File: src/rtl/dtmr_pkg.sv
package dtmr_pkg;

    localparam int NUM_TMR = 2;

    localparam int OFF_CTRL   = 'h000;
    localparam int OFF_RLD0   = 'h010;
    localparam int OFF_VAL0   = 'h014;
    localparam int TMR_STRIDE = 'h008;
    localparam int OFF_CAUSE  = 'h110;
    localparam int OFF_MASK   = 'h114;

    // cause/mask bit of timer i sits at position i + CAUSE_LSB
    localparam int CAUSE_LSB = 1;

    typedef struct packed {
        logic autoload;
        logic run;
    } tmr_ctl_t;

    function automatic int rld_off(input int idx);
        return OFF_RLD0 + idx * TMR_STRIDE;
    endfunction

    function automatic int val_off(input int idx);
        return OFF_VAL0 + idx * TMR_STRIDE;
    endfunction

endpackage

File: src/rtl/dtmr_counter.sv
module dtmr_counter #(
    parameter int CNT_W = 32
) (
    input  logic             clk,
    input  logic             rst,
    input  logic             run,
    input  logic             autoload,
    input  logic [CNT_W-1:0] reload_val,
    input  logic             load_we,
    input  logic [CNT_W-1:0] load_val,
    output logic [CNT_W-1:0] count,
    output logic             expire
);

    logic at_zero;

    assign at_zero = (count == '0);
    assign expire  = run && at_zero && !load_we;

    always_ff @(posedge clk) begin
        if (rst) begin
            count <= '0;
        end else if (load_we) begin
            count <= load_val;
        end else if (run) begin
            if (!at_zero) begin
                count <= count - 1'b1;
            end else if (autoload) begin
                count <= reload_val;
            end
        end
    end

    // one step down per clock while running above zero
    p_step_down_r2: assert property (@(posedge clk) disable iff (rst)
        (run && !load_we && !at_zero) |=> (count == $past(count) - 1'b1));

    // a stopped counter holds
    p_frozen_r3: assert property (@(posedge clk) disable iff (rst)
        (!run && !load_we) |=> $stable(count));

    // expiry with auto-reload takes the reload value
    p_reload_r4: assert property (@(posedge clk) disable iff (rst)
        (expire && autoload) |=> (count == $past(reload_val)));

    // a value write lands on the next edge
    p_load_r6: assert property (@(posedge clk) disable iff (rst)
        load_we |=> (count == $past(load_val)));

endmodule

File: src/rtl/dtmr_irq.sv
module dtmr_irq #(
    parameter int N = 2
) (
    input  logic         clk,
    input  logic         rst,
    input  logic [N-1:0] set,
    input  logic         cause_we,
    input  logic [N-1:0] cause_keep,
    input  logic         mask_we,
    input  logic [N-1:0] mask_wval,
    output logic [N-1:0] cause,
    output logic [N-1:0] mask,
    output logic [N-1:0] irq
);

    logic [N-1:0] keep_bits;

    assign keep_bits = cause_we ? cause_keep : {N{1'b1}};

    always_ff @(posedge clk) begin
        if (rst) begin
            cause <= '0;
            mask  <= '0;
        end else begin
            cause <= (cause & keep_bits) | set;
            if (mask_we) begin
                mask <= mask_wval;
            end
        end
    end

    assign irq = cause & mask;

    for (genvar i = 0; i < N; i++) begin : g_chk
        // a new event beats a simultaneous clear
        p_set_wins_r10: assert property (@(posedge clk) disable iff (rst)
            set[i] |=> cause[i]);

        // writing zero clears when nothing new arrives
        p_zero_clears_r9: assert property (@(posedge clk) disable iff (rst)
            (cause_we && !cause_keep[i] && !set[i]) |=> !cause[i]);

        // a pending cause survives everything except a clearing write
        p_cause_holds_r8: assert property (@(posedge clk) disable iff (rst)
            (cause[i] && !(cause_we && !cause_keep[i])) |=> cause[i]);
    end

endmodule

File: src/rtl/dual_dcount_timer.sv
module dual_dcount_timer
    import dtmr_pkg::*;
#(
    parameter int DATA_W = 32,
    parameter int ADDR_W = 12
) (
    input  logic              clk,
    input  logic              rst,
    input  logic              bus_sel,
    input  logic              bus_we,
    input  logic [ADDR_W-1:0] bus_addr,
    input  logic [DATA_W-1:0] bus_wdata,
    output logic [DATA_W-1:0] bus_rdata,
    output logic [NUM_TMR-1:0] tmr_irq
);

    localparam int BIT_HI = CAUSE_LSB + NUM_TMR - 1;

    logic                      wr;
    logic                      ctrl_we;
    logic                      cause_we;
    logic                      mask_we;
    tmr_ctl_t [NUM_TMR-1:0]    ctl_q;
    logic [NUM_TMR-1:0]        val_we;
    logic [NUM_TMR-1:0]        rld_we;
    logic [NUM_TMR-1:0]        expire;
    logic [DATA_W-1:0]         rld_q [NUM_TMR];
    logic [DATA_W-1:0]         count [NUM_TMR];
    logic [NUM_TMR-1:0]        cause;
    logic [NUM_TMR-1:0]        mask;

    assign wr       = bus_sel && bus_we;
    assign ctrl_we  = wr && (bus_addr == ADDR_W'(OFF_CTRL));
    assign cause_we = wr && (bus_addr == ADDR_W'(OFF_CAUSE));
    assign mask_we  = wr && (bus_addr == ADDR_W'(OFF_MASK));

    for (genvar i = 0; i < NUM_TMR; i++) begin : g_tmr
        assign rld_we[i] = wr && (bus_addr == ADDR_W'(rld_off(i)));
        assign val_we[i] = wr && (bus_addr == ADDR_W'(val_off(i)));

        always_ff @(posedge clk) begin
            if (rst) begin
                rld_q[i] <= '0;
            end else if (rld_we[i]) begin
                rld_q[i] <= bus_wdata;
            end
        end

        // a control write wins; otherwise a one-shot expiry stops the timer
        always_ff @(posedge clk) begin
            if (rst) begin
                ctl_q[i] <= '0;
            end else if (ctrl_we) begin
                ctl_q[i].run      <= bus_wdata[2*i];
                ctl_q[i].autoload <= bus_wdata[2*i+1];
            end else if (expire[i] && !ctl_q[i].autoload) begin
                ctl_q[i].run <= 1'b0;
            end
        end

        dtmr_counter #(
            .CNT_W (DATA_W)
        ) u_cnt (
            .clk        (clk),
            .rst        (rst),
            .run        (ctl_q[i].run),
            .autoload   (ctl_q[i].autoload),
            .reload_val (rld_q[i]),
            .load_we    (val_we[i]),
            .load_val   (bus_wdata),
            .count      (count[i]),
            .expire     (expire[i])
        );

        // one-shot expiry clears the run bit
        p_oneshot_stop_r5: assert property (@(posedge clk) disable iff (rst)
            (expire[i] && !ctl_q[i].autoload && !ctrl_we) |=> !ctl_q[i].run);

        // expiry is reported in the cause bit
        p_expiry_cause_r7: assert property (@(posedge clk) disable iff (rst)
            expire[i] |=> cause[i]);
    end

    dtmr_irq #(
        .N (NUM_TMR)
    ) u_irq (
        .clk        (clk),
        .rst        (rst),
        .set        (expire),
        .cause_we   (cause_we),
        .cause_keep (bus_wdata[BIT_HI:CAUSE_LSB]),
        .mask_we    (mask_we),
        .mask_wval  (bus_wdata[BIT_HI:CAUSE_LSB]),
        .cause      (cause),
        .mask       (mask),
        .irq        (tmr_irq)
    );

    always_comb begin
        bus_rdata = '0;
        if (bus_addr == ADDR_W'(OFF_CTRL)) begin
            for (int i = 0; i < NUM_TMR; i++) begin
                bus_rdata[2*i]   = ctl_q[i].run;
                bus_rdata[2*i+1] = ctl_q[i].autoload;
            end
        end else if (bus_addr == ADDR_W'(OFF_CAUSE)) begin
            bus_rdata[BIT_HI:CAUSE_LSB] = cause;
        end else if (bus_addr == ADDR_W'(OFF_MASK)) begin
            bus_rdata[BIT_HI:CAUSE_LSB] = mask;
        end else begin
            for (int i = 0; i < NUM_TMR; i++) begin
                if (bus_addr == ADDR_W'(rld_off(i))) bus_rdata = rld_q[i];
                if (bus_addr == ADDR_W'(val_off(i))) bus_rdata = count[i];
            end
        end
    end

    // a masked-off timer never interrupts
    p_masked_quiet_r8: assert property (@(posedge clk) disable iff (rst)
        !mask[0] |-> !tmr_irq[0]);

endmodule

File: config.mk
export PLATFORM = sky130hd
export DESIGN_NAME = dual_dcount_timer
export DESIGN_NICKNAME = d
export VERILOG_FILES = /design/src/rtl/dtmr_pkg.sv /design/src/rtl/dtmr_counter.sv /design/src/rtl/dtmr_irq.sv /design/src/rtl/dual_dcount_timer.sv
export SDC_FILE = /design/constraint.sdc
export NUM_CORES = 1
export LEC_CHECK = 0
export BUFFER_PORTS_ARGS = -buffer_cell sky130_fd_sc_hd__buf_2
export CAP_MARGIN = 20
export CORE_MARGIN = 10
export CORE_UTILIZATION = 30
export CTS_CLUSTER_DIAMETER = 120
export DETAILED_ROUTE_END_ITERATION = 10
export HOLD_SLACK_MARGIN = 0.08
export REMOVE_ABC_BUFFERS = 1
export SLEW_MARGIN = 30
export SYNTH_ARGS = -nofsm -noshare
export SYNTH_HDL_FRONTEND = slang
export SYNTH_SLANG_ARGS = --single-unit
export TNS_END_PERCENT = 20
File: constraint.sdc
create_clock -name clk -period 6.67 [get_ports clk]
set_input_delay 1.0005 -clock clk [delete_from_list [all_inputs] [get_ports clk]]
set_output_delay 1.0005 -clock clk [all_outputs]
set_load 0.01 [all_outputs]
After elaboration in Yosys (flattened, before gate mapping):

Memory sizes are Yosys's and may differ from the RTL's.
Cells that the tools add are included.

* $add $sub $neg: 2
* equality and inequality tests: 8
* muxes and demuxes: 35
* bitwise gates (word level): 5
* reductions and logical operators: 27

Operators by type and width (number)
* 2-to-1 mux 32 bit: 14
* zero test 32 bit: 2
* subtractor 32 x 1 -> 32 bit (second input constant): 2
* 2-to-1 mux 29 bit: 2
* == test 12 x 5 -> 1 bit (second input constant): 4
* 2-to-1 mux 28 bit: 1
* == test 12 x 9 -> 1 bit (second input constant): 2
* logical AND 1 bit: 14
* 2-to-1 mux 1 bit: 14
* zero test 12 bit: 1
* nonzero test 2 bit: 4
* 2-to-1 mux 2 bit: 3
* inequality test 3 x 2 -> 1 bit (second input constant): 2
* AND 2 bit: 2
* zero test 1 bit: 4
* 2-to-1 mux 4 bit: 1
* AND reduction 2 bit: 2
* OR 1 bit: 2
* OR 2 bit: 1

* register bits after elaboration: 72
* bits in writable memories: 64
* input port bits: 48
* output and inout port bits: 34
* logic and storage cells: 86
* memories kept: 1

Memories
* rld_q: depth 2, width 32, rd ports 2, clocked after Yosys merged registers in 0, write ports 2, RTL line dual_dcount_timer.sv:27 `logic [DATA_W-1:0] rld_q [NUM_TMR];`

Logic depth before layout (Yosys ltp):

* word-level depth: 8
* gate-level depth with buffers: 12
* gate-level depth less buffers: 8

Modules after synthesis:

Synthesis repeated with hierarchy kept, for this count alone.

* cell total of the unflattened synthesis: 920
* area total of the unflattened synthesis: 8677.1 um2

By module, submodules not included
* dual_dcount_timer: instances 1, cells each 273, area an instance 3747.3 um2, sequential area each 2001.9 um2
* dtmr_counter (g_tmr[0].u_cnt): instances 1, cells each 314, area an instance 2383.5 um2, sequential area each 640.6 um2
* dtmr_counter (g_tmr[1].u_cnt): instances 1, cells each 317, area an instance 2373.5 um2, sequential area each 640.6 um2
* dtmr_irq: instances 1, cells each 16, area an instance 172.7 um2, sequential area each 80.1 um2

Worst setup path after synthesis:

Ideal clock, no wire load.

* kind: input port to flip-flop
* from: in bus_addr[9]
* to: mem rld_q[0][0] (enable)
* setup time: 511 ps
* data arrival time: 5338 ps
* data required time: 6159 ps
* path slack: 822 ps
* stages on the path: 4
* path buffers: 1
* path through: or3_1 > or4_1 > clkbuf_1 > o41ai_1

RTL lines
* start: declaration: RTL line dual_dcount_timer.sv:11 `input logic [ADDR_W-1:0] bus_addr,`
* end: declaration: RTL line dual_dcount_timer.sv:27

Final worst setup path:

* from: in bus_addr[2]
* to: out bus_rdata[15]

* cells in the longest elaborated chain, start to end: 8
* elaborated cells between the ends (all ways): 14
* classes of those cells: eq/ne (6); mux (7); reduce/logical (1)

Ends and longest elaborated chain
* == test 12 x 5 -> 1 bit: RTL line dual_dcount_timer.sv:112 `if (bus_addr == ADDR_W'(rld_off(i))) bus_rdata = rld_q[i];`
* 2-to-1 mux 32 bit: RTL line dual_dcount_timer.sv:112
* 2-to-1 mux 32 bit: RTL line dual_dcount_timer.sv:113 `if (bus_addr == ADDR_W'(val_off(i))) bus_rdata = count[i];`
* 2-to-1 mux 32 bit: RTL line dual_dcount_timer.sv:112
* 2-to-1 mux 32 bit: RTL line dual_dcount_timer.sv:113
* 2-to-1 mux 29 bit: RTL line dual_dcount_timer.sv:108 `end else if (bus_addr == ADDR_W'(OFF_MASK)) begin`
* 2-to-1 mux 29 bit: RTL line dual_dcount_timer.sv:106 `end else if (bus_addr == ADDR_W'(OFF_CAUSE)) begin`
* 2-to-1 mux 28 bit (*): RTL line dual_dcount_timer.sv:101 `if (bus_addr == ADDR_W'(OFF_CTRL)) begin`
* end: declaration: RTL line dual_dcount_timer.sv:13 `output logic [DATA_W-1:0] bus_rdata,`

Mark *: on every way between the ends. The rest lies on a longest branch, timed or not.

==> impl_metrics.ini <==
[outcome]
status = finished, final reports clean

[cts]
worst_skew_pair.late_latency_ns = 0.43
cts_resized = 0
clk_path_buf_depth = 2
cts_tree = yes
cts_max_level = 4
cts_root_buf = clkbuf_16
cts_hold_buffers = 0
cts_buffers = 17
cts.reportedPaths.clkPinSlew_ns = 0.05
postCtsSetupRepairBufs = 0
cts.sinks = 136

[critical_path]
r2r-start = g_tmr[0].u_cnt.count[1]
crit_fanout = 14
crit_path_end_kind = output pin
start_kind = primary input
cp-startpoint = bus_addr[2]
cp_data_required_time_ns = 5.67
arrival_ns = 3.52
crit_type = in -> out

[routing]
dr.first_iter.drc_count = 981
antenna_left = 0
drc_errors = 0
wl_mm = 32.3
routed_via_density = 5.93
first_pass_iters = 8
num_vias = 8290
wl_per_cell_um = 23.1

[synthesis]
synth_top_area_share_pct = 23.1
synth_area_leaders = edfxtp_1 23%, dfxtp_1 17%, nand2_1 6.0%
synth.distinct_cells = 72
synth.ff_latch_count = 136
syn_area_um2 = 8320
syn_area_per_cell_um2 = 8.58
synth_edf_count = 64
synth_top_cell_by_area = edfxtp_1
postSynthCellCount = 970
ys_async_sr_fraction_pct = 0
yosys_warnings = 0
synth_seq_area_share_pct = 40.4
ys.flop_type = dfxtp_1

[floorplanning]
coreArea_um2 = 27100
rows = 60
initial_core_util_pct = 30.7
dieHeight_um = 187
fp.dieW_um = 187
top_level_ports = 82
dieArea_um2 = 34800

[sta]
fin_crit_ns = 4.52
finalCritPeriodShare_pct = 67.7
skew_ns = 0.00848
rsz0062_at_grt = no
setup_viol = 0
hold_violations = 0
setup_tns_ns = 0
slew_headroom_pct = 34.6
tightest_slew_ns = 0.978
drv_slew = 0
max_freq_mhz = 221
worst_hold_slack_ns = 0.495

[finish]
multi_input_area_um2 = 4700
nets = 1065
final_layout_size_suffix_gt1_share_pct = 16.7
area_growth_pct = 16.9
ff_latch_area_um2 = 3360
fillCellCount = 2836
antenna_cells = 0

[worst_hold_path]
worstHoldStart = rld_q[1][16]
hp-class = reg -> reg

[global_route]
grt_pass1_vias = 7910
overflow = 0
antenna_found_initial = 2
grt_pass1_wl_mm = 48.9
groute.usage.overall_pct = 17.7
grt_max_degree = 33

[place]
routabilityCongestion = 0.933
dp_hpwl_mm = 21.9
port_buffers = 81

[pwr]
powerDensity_nw_per_um2 = 204
peakVddDrop_mv = 0.142
p_leak_nw = 3.84

[run]
max_cap_violations = 0
-- critical path, cell delays in order --
cell and delay (ns):
buf_2 0.24, nor4b_1 0.47, nand2_1 0.30, nor3_2 0.64, buf_4 0.36, a222oi_1 0.14
nand2_1 0.19, buf_2 0.16
-- flip-flops by register name (all words and copies together), names as in the netlist --
signal and cells:
g_tmr.u_cnt.count 64, u_irq.cause 2, u_irq.mask 2, rld_q 64, ctl_q 4
-- routing by layer --
layer | global-route usage, % | routed length (um) | vias up
li1 | - | - | 3758
met1 | 24.2 | 13900 | 3991
met2 | 26.2 | 14100 | 480
met3 | 4.92 | 3500 | 59
met4 | 6.05 | 800 | 2
met5 | 0 | 13 | -
-- report_power, final --
group	switching, mW	total, mW	internal [mW]
Clock	0.373	0.953	0.580
Combinational	0.0886	0.127	0.0387
Sequential	0.0142	0.907	0.893
-- layout by cell type, fill, tap and decap left out, types with 11 or more instances in the layout --
| cell type | instances |
|---|---|
| a222oi_1 | 31 |
| edfxtp_1 | 64 |
| clkbuf_16 | 18 |
| buf_2 | 81 |
| nor2_1 | 64 |
| a31oi_1 | 13 |
| nor3_1 | 36 |
| o21ai_0 | 29 |
| dfxtp_1 | 72 |
| nor3b_1 | 20 |
| o22ai_1 | 13 |
| nor4_1 | 25 |
| buf_4 | 23 |
| nand2_1 | 134 |
| xnor2_1 | 17 |
| a21oi_1 | 47 |
| mux2i_1 | 14 |
| xor2_1 | 17 |
| or4_1 | 13 |
| or3_1 | 14 |
| o32ai_1 | 11 |
| nand3_1 | 31 |
| and2_1 | 68 |
| nand4_1 | 12 |
-- worst paths after layout --
| path | end | slack, ns | cells after the start |
|---|---|---|---|
| hold / removal | g_tmr[1].u_cnt.count[16] | 0.50 | 1 |
| hold reg to reg | g_tmr[1].u_cnt.count[16] | 0.50 | 1 |
| setup reg to reg | g_tmr[0].u_cnt.count[15] | 2.80 | 8 |
| setup / recovery | bus_rdata[15] | 2.15 | 8 |
-- stage by stage --
| step | util (%) | setup WS (ns) | area (um2) | power (mW) | instances |
|---|---|---|---|---|---|
| floorplan | - | 0.846 | 8000 | 0.976 | 891 |
| global placement | 33.6 | 2.28 | 9110 | 1.05 | 1367 |
| detailed placement | 33.7 | 2.24 | 9140 | 1.05 | 1367 |
| CTS | 35.8 | 2.24 | 9710 | 1.99 | 1399 |
| global route | 35.9 | 1.96 | 9720 | 2.04 | 1399 |
| finish | 35.9 | 2.15 | 9720 | 1.99 | 1399 |
-- final cells by class --
type                    count  share of cell area, %
clock inverters             8                  0.965
repair buffers            104                   5.95
multi-input cells         745                   48.3
inverters                  10                  0.386
well taps                 372                   4.79
flip-flops and latches    136                   34.6
clock buffers              24                   4.97
-- synth_stat cells (all sizes together), types with 7 or more instances --
cell and n:
clkbuf 69, dfxtp 72, nor3b 22, inv 10
a21oi 50, nand2 136, o21ai 30, a221o 7
buf 10, mux2i 14, xnor2 17, or3 14
nand3 31, and2 68, edfxtp 64, a22oi 8
nor2 65, o32ai 11, nor4 29, a31oi 13
nor3 43, xor2 17, nand4 12, o22ai 14
a222oi 31, or4 14
-- kinds of logic (layout without fill, tap and decap cells) --
group,count (synthesis),count (layout),synth area share (%)
buf+inv,89,146,4.29
mux,18,18,2.23
flops,136,136,40.4
xor+xnor,34,34,3.58
simple gates,469,469,29.4
compound gates,221,221,19.7
fa+ha+maj,3,3,0.451
No activity file was read; power rests on OpenSTA's default activity.
